**config.mk**
```make
export PLATFORM = sky130hd
export DESIGN_NAME = pclk_src_ctrl
export DESIGN_NICKNAME = d
export VERILOG_FILES = /design/src/rtl/pclk_pkg.sv /design/src/rtl/pclk_ctrl_reg.sv /design/src/rtl/pclk_div.sv /design/src/rtl/pclk_seq.sv /design/src/rtl/pclk_src_ctrl.sv
export SDC_FILE = /design/constraint.sdc
export NUM_CORES = 1
export LEC_CHECK = 0
export ABC_AREA = 0
export CORE_MARGIN = 3
export CORE_UTILIZATION = 35
export CTS_CLUSTER_SIZE = 8
export DETAILED_ROUTE_END_ITERATION = 8
export MAX_ROUTING_LAYER = met4
export PLACE_DENSITY = 0.65
export SLEW_MARGIN = 5
export SYNTH_ARGS = -nofsm -noshare
export SYNTH_HDL_FRONTEND = slang
export SYNTH_SLANG_ARGS = --single-unit
```
**constraint.sdc**
```tcl
create_clock -name clk_i -period 3.16 [get_ports clk_i]
set_input_delay 0.79 -clock clk_i [delete_from_list [all_inputs] [get_ports clk_i]]
set_output_delay 0.79 -clock clk_i [all_outputs]
set_load 0.02 [all_outputs]
```
**src/rtl/pclk_pkg.sv**
```systemverilog
package pclk_pkg;
  localparam int unsigned DivLog2Max = 4;
  localparam int unsigned SelW       = 3;
  localparam int unsigned RegW       = 8;
  localparam int unsigned DivLsb     = 0;
  localparam int unsigned SrcBit     = 4;
  localparam int unsigned StatBit    = 5;
  localparam int unsigned StopBit    = 7;

  // code -> log2 of ratio; reserved codes fall back to slowest
  function automatic int unsigned div_log2(input logic [SelW-1:0] sel);
    if (int'(sel) > int'(DivLog2Max)) return DivLog2Max;
    return DivLog2Max - int'(sel);
  endfunction
endpackage

```
**src/rtl/pclk_ctrl_reg.sv**
```systemverilog
module pclk_ctrl_reg
  import pclk_pkg::*;
(
  input  logic                clk_i,
  input  logic                rst_ni,
  input  logic                wr_en_i,
  input  logic [RegW-1:0]     wr_data_i,
  input  logic                status_i,
  output logic [SelW-1:0]     div_sel_o,
  output logic                src_req_o,
  output logic                stop_req_o,
  output logic [RegW-1:0]     rd_data_o
);
  always_ff @(posedge clk_i or negedge rst_ni) begin
    if (!rst_ni) begin
      div_sel_o  <= '0;
      src_req_o  <= 1'b0;
      stop_req_o <= 1'b0;
    end else if (wr_en_i) begin
      div_sel_o  <= wr_data_i[DivLsb +: SelW];
      src_req_o  <= wr_data_i[SrcBit];
      stop_req_o <= wr_data_i[StopBit];
    end
  end

  always_comb begin
    rd_data_o                  = '0;
    rd_data_o[DivLsb +: SelW]  = div_sel_o;
    rd_data_o[SrcBit]          = src_req_o;
    rd_data_o[StatBit]         = status_i;
    rd_data_o[StopBit]         = stop_req_o;
  end
endmodule

```
**src/rtl/pclk_div.sv**
```systemverilog
module pclk_div
  import pclk_pkg::*;
#(
  parameter int unsigned LOG2_MAX = DivLog2Max,
  parameter int unsigned SEL_W    = SelW
) (
  input  logic             clk_i,
  input  logic             rst_ni,
  input  logic             tick_i,
  input  logic             clr_i,
  input  logic [SEL_W-1:0] sel_i,
  output logic             pulse_o
);
  localparam int unsigned CntW = (LOG2_MAX < 1) ? 1 : LOG2_MAX;

  logic [CntW-1:0] cnt_q;
  logic [CntW-1:0] limit;

  always_comb begin
    limit   = CntW'((32'd1 << div_log2(sel_i)) - 32'd1);
    pulse_o = tick_i && (cnt_q >= limit);
  end

  always_ff @(posedge clk_i or negedge rst_ni) begin
    if (!rst_ni)     cnt_q <= '0;
    else if (clr_i)  cnt_q <= '0;
    else if (tick_i) cnt_q <= pulse_o ? '0 : cnt_q + 1'b1;
  end


  wrap_chk: assert property (@(posedge clk_i) disable iff (!rst_ni)
    pulse_o |=> cnt_q == '0);

  idle_hold_chk: assert property (@(posedge clk_i) disable iff (!rst_ni)
    !tick_i && !clr_i |=> $stable(cnt_q));
endmodule

```
**src/rtl/pclk_seq.sv**
```systemverilog
module pclk_seq #(
  parameter int unsigned SETTLE = 4
) (
  input  logic clk_i,
  input  logic rst_ni,
  input  logic src_req_i,
  input  logic stop_req_i,
  input  logic osc_en_i,
  input  logic main_tick_i,
  input  logic main_pulse_i,
  input  logic sub_tick_i,
  output logic status_o,
  output logic div_clr_o
);
  localparam int unsigned SetW = $clog2(SETTLE + 1);

  logic [SetW-1:0] settle_q;
  logic            ready;
  logic            go_sub, go_main;

  assign ready     = (settle_q == SetW'(SETTLE));
  assign go_sub    = !status_o && src_req_i && main_pulse_i;
  assign go_main   = status_o && !src_req_i && !stop_req_i && ready && sub_tick_i;
  assign div_clr_o = go_main;

  always_ff @(posedge clk_i or negedge rst_ni) begin
    if (!rst_ni)                               settle_q <= SetW'(SETTLE);
    else if (!osc_en_i)                        settle_q <= '0;
    else if (main_tick_i && !ready)            settle_q <= settle_q + 1'b1;
  end

  always_ff @(posedge clk_i or negedge rst_ni) begin
    if (!rst_ni)      status_o <= 1'b0;
    else if (go_sub)  status_o <= 1'b1;
    else if (go_main) status_o <= 1'b0;
  end


  sub_entry_chk: assert property (@(posedge clk_i) disable iff (!rst_ni)
    $rose(status_o) |-> $past(main_pulse_i) && $past(src_req_i));

  hold_sub_chk: assert property (@(posedge clk_i) disable iff (!rst_ni)
    status_o && stop_req_i |=> status_o);

  main_return_chk: assert property (@(posedge clk_i) disable iff (!rst_ni)
    $fell(status_o) |-> $past(sub_tick_i) && $past(ready));
endmodule

```
**src/rtl/pclk_src_ctrl.sv**
```systemverilog
module pclk_src_ctrl
  import pclk_pkg::*;
#(
  parameter int unsigned SETTLE = 4
) (
  input  logic            clk_i,
  input  logic            rst_ni,
  input  logic            main_tick_i,
  input  logic            sub_tick_i,
  input  logic            wr_en_i,
  input  logic [RegW-1:0] wr_data_i,
  output logic [RegW-1:0] rd_data_o,
  output logic            main_osc_en_o,
  output logic            cpu_clk_en_o
);
  logic [SelW-1:0] div_sel;
  logic            src_req, stop_req, status;
  logic            main_tick_g, main_pulse, div_clr;

  pclk_ctrl_reg i_reg (
    .clk_i, .rst_ni, .wr_en_i, .wr_data_i,
    .status_i  (status),
    .div_sel_o (div_sel),
    .src_req_o (src_req),
    .stop_req_o(stop_req),
    .rd_data_o
  );

  // oscillator only stops once CPU is on subsystem ticks
  assign main_osc_en_o = !(stop_req && status);
  assign main_tick_g   = main_tick_i && main_osc_en_o;

  pclk_div #(.LOG2_MAX(DivLog2Max), .SEL_W(SelW)) i_div (
    .clk_i, .rst_ni,
    .tick_i (main_tick_g),
    .clr_i  (div_clr),
    .sel_i  (div_sel),
    .pulse_o(main_pulse)
  );

  pclk_seq #(.SETTLE(SETTLE)) i_seq (
    .clk_i, .rst_ni,
    .src_req_i   (src_req),
    .stop_req_i  (stop_req),
    .osc_en_i    (main_osc_en_o),
    .main_tick_i (main_tick_g),
    .main_pulse_i(main_pulse),
    .sub_tick_i,
    .status_o    (status),
    .div_clr_o   (div_clr)
  );

  assign cpu_clk_en_o = status ? sub_tick_i : main_pulse;


  osc_off_chk: assert property (@(posedge clk_i) disable iff (!rst_ni)
    !main_osc_en_o |-> rd_data_o[StatBit] && rd_data_o[StopBit]);

  stopped_ticks_chk: assert property (@(posedge clk_i) disable iff (!rst_ni)
    !main_osc_en_o |-> cpu_clk_en_o == sub_tick_i);
endmodule

```
==> flow_summary_export.csv, run 1 <==
group,metric,value,unit
timing,maxSlewViolCount,0,
layout,final_cell_mix,"19 x buf_4, 16 x clkdlybuf4s50_1, 11 x nand2_1, 10 x dfrtp_1",
layout,stdcell_area,1340,um^2
critical_path,path_max_fanout,2,
floorplanning,die_h,57.8,um
hold_path,hold_class,"flip-flop to flip-flop",
grt,grt_usage,14.2,%
layout,nets,157,
layout,final_layout_size_suffix_gt1_share,32.3,%
timing,finalCriticalPeriod,3.75,ns
floorplanning,die_w,57.8,um
cts,cts_buffer_depth,2,
critical_path,worst_ep_arrival_time,2.96,ns
cts,clock-root-buffer,"clkbuf_4",
pwr,p_sw_share,41.5,%
grt,grt_pass1_wl,3.62,mm
place,numPortBuffers,17,
critical_path,critPathLaunchType,"flip-flop",
pwr,p_switching,0.405,mW
place,gp_congestion,0.830,
critical_path,crit_path_end_kind,"output port",
timing,slew_headroom,59.4,%
pwr,pwr-share-clk,10.8,%
synth,synth_seq_cells,13,
cts,clock-sinks,13,
timing,rsz0062_at_grt,"yes",
critical_path,ff2ff_setup_slack,0.23,ns
run_status,status,"finished, violations left",
detailed_routing,first_pass_iters,4,
cts,cts-hold-fix-buffers,0,
floorplanning,row_count,18,
detailed_routing,drc,0,
cts,cts_tree,"yes",
place,place_area,1280,um^2
cts,htreeDepth,1,
cts,numCtsBuffers,3,
timing,final-hold-violation-count,0,
layout,fin_util,53.2,%
place,dpl.hpwl,1.68,mm
timing,finalSetupViolCount,1,
synth,yosys_warnings,0,
timing,period_share,119,%
detailed_routing,antenna_left,0,
run_status,violations,"setup timing",
floorplanning,start_util,37.2,%
floorplanning,die-area,3340,um^2
layout,synthToLayoutAreaGrowth,43.1,%
place,pre_cts_slack,-0.703,ns
timing,worst-slew-pin-transition,0.607,ns
run,max-cap-violations,0,
pwr,finalPower,0.974,mW
grt,grt_overflow,0,
grt,first_global_vias,795,
pwr,p_leak,0.573,nW
floorplanning,core,2520,um^2
floorplanning,num_io_pins,23,
detailed_routing,vias,841,
pwr,ir_drop,0.000430,V
cts,clk_latency,0.27,ns
detailed_routing,wl,2.18,mm
pwr,intPower,0.570,mW
detailed_routing,via_per_inst,5.16,
synth,ys_types,31,
pwr,p_per_area,726,nW/um^2
critical_path,crit_type,"flip-flop to output port",
pwr,comb_power_share,59.4,%
layout,final_common_cell,"buf_4",
pwr,power_frac_seq,29.8,%
cts,clk_pin_slew,0.09,ns
synth,syn_inst,100,
critical_path,critPathRequiredTime,2.37,ns
layout,diodes,0,
detailed_routing,wl_per_cell,13.4,um
grt,antenna_found_initial,0,
synth,synth_area,938,um^2
grt,grt_max_degree,14,
timing,fin_ws,-0.592,ns
timing,skew,0.00802,ns
timing,fmax,0.267,GHz
detailed_routing,first_iter_violations,15,
timing,fin_setup_tns,-0.592,ns
synth,avgSynthCellArea,9.38,um^2
synth,ys_seq_area_share,34.8,%
per-layer routing:
layer	wire length, um	share of wire (%)	track usage (%)
met2	1100	51	23.2
met3	97	4.4	3.79
met5	0	0	-
met1	982	45	18.1
met4	0	0	1.99
cell type report:
cell class / count / area, um^2
clock buffers: 3 / 22.5
clock inverters: 1 / 5.00
fillers: 239 / 1180
inverters: 7 / 26.3
multi-input cells: 74 / 619
flip-flops and latches: 13 / 329
well taps: 30 / 37.5
repair buffers: 35 / 303
power by group through the flow:
stage	clock network, mW	registers [mW]	logic, mW
floorplan	0	0.270	0.405
global placement	0	0.291	0.538
detailed placement	0	0.294	0.559
CTS	0.108	0.290	0.559
global route	0.115	0.300	0.637
finish	0.105	0.291	0.579
stage by stage:
| step | cells | hold slack [ns] |
|---|---|---|
| 3_3_place_gp | 156 | 0.521 |
| 6_report | 163 | 0.551 |
| 3_5_place_dp | 156 | 0.533 |
| 4_1_cts | 160 | 0.555 |
| 5_1_grt | 163 | 0.600 |
| 2_1_floorplan | 101 | 0.494 |
flip-flops by register name, indices dropped and copies added, names as in the netlist:
name              count
i_div.cnt_q           4
i_seq.settle_q        3
i_reg.src_req_o       1
i_reg.div_sel_o       3
i_seq.status_o        1
i_reg.stop_req_o      1
cell usage after synthesis:
master | count | area (um^2)
a21oi_1 | 8 | 40.0
nor3b_1 | 2 | 15.0
a2111oi_4 | 1 | 27.5
xnor2_1 | 1 | 8.76
nand3_1 | 2 | 10.0
nand2b_1 | 1 | 6.26
nand4b_1 | 1 | 8.76
o211ai_1 | 5 | 37.5
and4b_1 | 1 | 10.0
or2_1 | 1 | 6.26
a211oi_1 | 1 | 7.51
mux2i_1 | 1 | 10.0
buf_4 | 5 | 37.5
nor2_1 | 2 | 7.51
ha_1 | 10 | 125
conb_1 | 1 | 3.75
or3_1 | 1 | 6.26
dfstp_2 | 1 | 26.3
a31oi_1 | 3 | 18.8
inv_1 | 7 | 26.3
nand2_1 | 12 | 45.0
clkbuf_1 | 2 | 7.51
nand2b_4 | 1 | 13.8
nor4b_1 | 1 | 8.76
o21ai_0 | 7 | 35.0
dfrtp_1 | 12 | 300
mux2_2 | 3 | 33.8
a21bo_2 | 1 | 10.0
o41ai_1 | 2 | 17.5
xor2_1 | 1 | 8.76
nor2b_1 | 3 | 18.8
cells by family (layout without fill, tap and decap cells):
group / count (synthesis) / count (layout) / share of synthesized area (%)
DFF: 13 / 13 / 34.8
xor gates and xnor gates: 2 / 2 / 1.87
and+or+nand+nor: 28 / 28 / 16.7
AOI/OAI and AO/OA: 28 / 28 / 20.7
adders and majority gates: 10 / 10 / 13.3
buffers and inverters: 14 / 46 / 7.60
other: 1 / 2 / 0.400
muxes: 4 / 4 / 4.67
path summary, 6_finish.rpt:
check,from,endpoint,depth (start not counted)
max,i_reg.div_sel_o[1],cpu_clk_en_o,13
min,i_seq.settle_q[2],i_seq.settle_q[2],2
max reg2reg,i_reg.div_sel_o[1],i_div.cnt_q[1],14
min reg2reg,i_seq.settle_q[2],i_seq.settle_q[2],2
max in group asynchronous,rst_ni,i_reg.div_sel_o[0],1
min in group asynchronous,rst_ni,i_seq.settle_q[1],1
timing repair:
| action | in CTS | in global routing |
|---|---|---|
| pin swaps | 0 | 5 |
| buffers inserted | 0 | 3 |
| setup endpoints to repair | 1 | 1 |
| gates resized for setup | 5 | 5 |
worst max-delay path, stage by stage (launching register included):
cell	delay, ns
dfrtp_2	0.43
inv_2	0.08
ha_4	0.12
inv_2	0.04
ha_4	0.26
nand2_2	0.06
or3_1	0.38
ha_2	0.18
xor2_1	0.16
ha_1	0.29
or2_4	0.24
a21oi_4	0.18
o41ai_4	0.09
buf_4	0.17
Note: power is estimated with default switching activity, not from simulation.
==> run 2: changes to the inputs <==
--- a/config.mk
+++ b/config.mk
@@ -11,7 +11,7 @@
 export CTS_CLUSTER_SIZE = 8
 export DETAILED_ROUTE_END_ITERATION = 8
 export MAX_ROUTING_LAYER = met4
-export PLACE_DENSITY = 0.65
+export PLACE_DENSITY_LB_ADDON = 0.25
 export SLEW_MARGIN = 5
 export SYNTH_ARGS = -nofsm -noshare
 export SYNTH_HDL_FRONTEND = slang
==> constraint.sdc (replaced) <==
create_clock -name clk_i -period 3.9 [get_ports clk_i]
set_input_delay 0.975 -clock clk_i [delete_from_list [all_inputs] [get_ports clk_i]]
set_output_delay 0.975 -clock clk_i [all_outputs]
set_load 0.02 [all_outputs]
==> run 2 against run 1 <==
  * Core utilization fell by 3.3 points
  * Non-clock buffer count fell by 8
  * The run now ends clean
  * Clock skew decreased by 0.0052 ns
  * Highest routed layer unchanged
  * Flip-flop and latch count unchanged
  * First-iteration DRC count down 73%
  * Critical path depth stayed put
  * Die area did not move
  * Via count decreased by 7.3%
==> flow_summary_export.csv, run 2 (synthesis gave the netlist of run 1 again) <==
group,metric,value,unit
pwr,ir_drop,0.000352,V
cts,cts-hold-fix-buffers,0,
cts,htreeDepth,1,
critical_path,timing.rr.start,"i_reg.div_sel_o[0]",
layout,stdcell_area,1260,um^2
floorplanning,row_count,18,
layout,final_cell_mix,"16 x clkdlybuf4s50_1, 12 x nand2_1, 12 x dfrtp_1, 11 x buf_4",
timing,hold_ws,0.566,ns
pwr,p_leak,0.530,nW
place,gp_congestion,0.820,
grt,grt_max_degree,14,
timing,slew_headroom,60.4,%
timing,rsz0062_at_grt,"yes",
critical_path,worst_ep_arrival_time,2.80,ns
timing,fin_ws,0.121,ns
floorplanning,die_h,57.8,um
place,pre_cts_slack,-0.0568,ns
critical_path,critPathLaunchType,"flip-flop",
hold_path,hp-start,"i_seq.settle_q[2]",
pwr,power_frac_seq,31.7,%
detailed_routing,first_pass_iters,4,
timing,worst-slew-pin-transition,0.593,ns
floorplanning,die_w,57.8,um
layout,diodes,0,
timing,skew,0.00285,ns
layout,largest_register_ffs,4,
grt,grt_overflow,0,
critical_path,slowest_stage,"dfrtp_1",
critical_path,worstPathCellList,"inv_2, ha_1, inv_2, ha_4, nand2_1, or3_4, ha_4, xor2_1, ha_1, or2_1, a21oi_2, o41ai_2, buf_4",
run_status,status,"finished, final reports clean",
hold_path,hold_class,"flip-flop to flip-flop",
cts,clk_latency,0.28,ns
timing,period_share,96.9,%
critical_path,path_delay_family,"adder cells",
layout,reg_top3,"i_div.cnt_q: 4 flops, i_reg.div_sel_o: 3 flops, i_seq.settle_q: 3 flops",
pwr,p_sw_share,40.8,%
place,place_area,1190,um^2
critical_path,crit_buf_inv,3,
critical_path,crit_type,"flip-flop to output port",
detailed_routing,wl_per_cell,12.2,um
layout,final_layout_size_suffix_gt1_share,24.8,%
timing,maxSlewViolCount,0,
pwr,comb_power_share,56.9,%
cts,clk_pin_slew,0.08,ns
layout,final_common_cell,"clkdlybuf4s50_1",
place,dpl.hpwl,1.50,mm
grt,grt_pass1_wl,3.20,mm
timing,finalSetupViolCount,0,
detailed_routing,drc,0,
layout,largest_register,"i_div.cnt_q",
timing,fmax,0.265,GHz
layout,area.sequential,327,um^2
cts,cts_buffer_depth,2,
floorplanning,num_io_pins,23,
critical_path,path_max_fanout,2,
layout,nets,149,
critical_path,startpoint,"i_reg.div_sel_o[0]",
detailed_routing,antenna_left,0,
pwr,p_per_area,584,nW/um^2
cts,clock-root-buffer,"clkbuf_4",
cts,cts_tree,"yes",
place,numPortBuffers,17,
floorplanning,core,2520,um^2
layout,multi_input_area,598,um^2
layout,fill_cells,255,
grt,grt_usage,12.6,%
run,max-cap-violations,0,
detailed_routing,wl,1.89,mm
grt,antenna_found_initial,0,
pwr,intPower,0.435,mW
pwr,pwr-share-clk,11.4,%
timing,finalCriticalPeriod,3.78,ns
critical_path,max_stage_delay,0.39,ns
critical_path,critPathRequiredTime,2.92,ns
detailed_routing,via_per_inst,5.03,
cts,clock-sinks,13,
detailed_routing,vias,780,
layout,synthToLayoutAreaGrowth,34.1,%
cts,numCtsBuffers,3,
timing,final-hold-violation-count,0,
grt,first_global_vias,780,
detailed_routing,first_iter_violations,4,
floorplanning,die-area,3340,um^2
pwr,p_switching,0.300,mW
critical_path,crit_path_end_kind,"output port",
floorplanning,start_util,37.2,%
==> run 2: changes by cell type in the layout (fill, tap and decap cells not counted), sizes merged <==
cell	change
buf	-8
==> run 2: power by group through the flow <==
stage | combinational [mW] | sequential [mW] | clock [mW]
2_1_floorplan | 0.285 | 0.215 | 0
3_3_place_gp | 0.387 | 0.232 | 0
3_5_place_dp | 0.398 | 0.233 | 0
4_1_cts | 0.402 | 0.230 | 0.0886
5_1_grt | 0.460 | 0.241 | 0.0954
6_report | 0.419 | 0.233 | 0.0837
==> run 2: what timing repair did <==
| item | in CTS | in global routing |
|---|---|---|
| setup endpoints to repair | 1 | 1 |
| buffers inserted | 0 | 0 |
| gates resized for setup | 6 | 10 |
| pin swaps | 1 | 2 |
==> run 2: worst paths after layout <==
path	slack, ns	to	cells past startpoint
max reg2reg	1.13	i_div.cnt_q[3]	14
min	0.57	i_seq.settle_q[2]	2
max	0.12	cpu_clk_en_o	13
min reg2reg	0.57	i_seq.settle_q[2]	2
min in group asynchronous	1.06	i_div.cnt_q[2]	1
max in group asynchronous	2.46	i_reg.div_sel_o[0]	1
==> run 2: layout make-up <==
class / count / area share (%)
sequential: 13 / 25.9
multi-input combinational: 74 / 47.5
inverter: 7 / 2.09
clock buffer: 3 / 1.79
timing repair buffer: 27 / 19.3
clock inverter: 1 / 0.398
tap: 30 / 2.98
==> run 2: worst register-to-register path: stages, from the launching register on <==
cell      delay [ns]
dfrtp_1         0.39
inv_2           0.06
ha_1            0.15
inv_2           0.05
ha_4            0.26
nand2_1         0.06
or3_4           0.34
ha_4            0.16
xor2_1          0.15
ha_1            0.26
or2_1           0.23
a21oi_2         0.18
buf_4           0.17
o211ai_1        0.08
a31oi_1         0.17
==> run 2: metrics by stage <==
step                util, %  cells  total power, mW  TNS, ns
floorplan                 -    101            0.500        0
global placement       47.1    151            0.618  -0.0316
detailed placement     47.1    151            0.630  -0.0568
CTS                    48.1    155            0.721        0
global route           49.9    155            0.797  -0.0152
finish                 49.9    155            0.736        0
==> run 2: metal layers <==
layer	wire, um	part of all wire, %	vias to the layer above	global-route usage, %
met3	92	4.9	0	4.68
met4	0	0	0	0.993
li1	-	-	408	-
met2	888	47	16	21.1
met1	911	48	356	15.2
met5	0	0	-	-
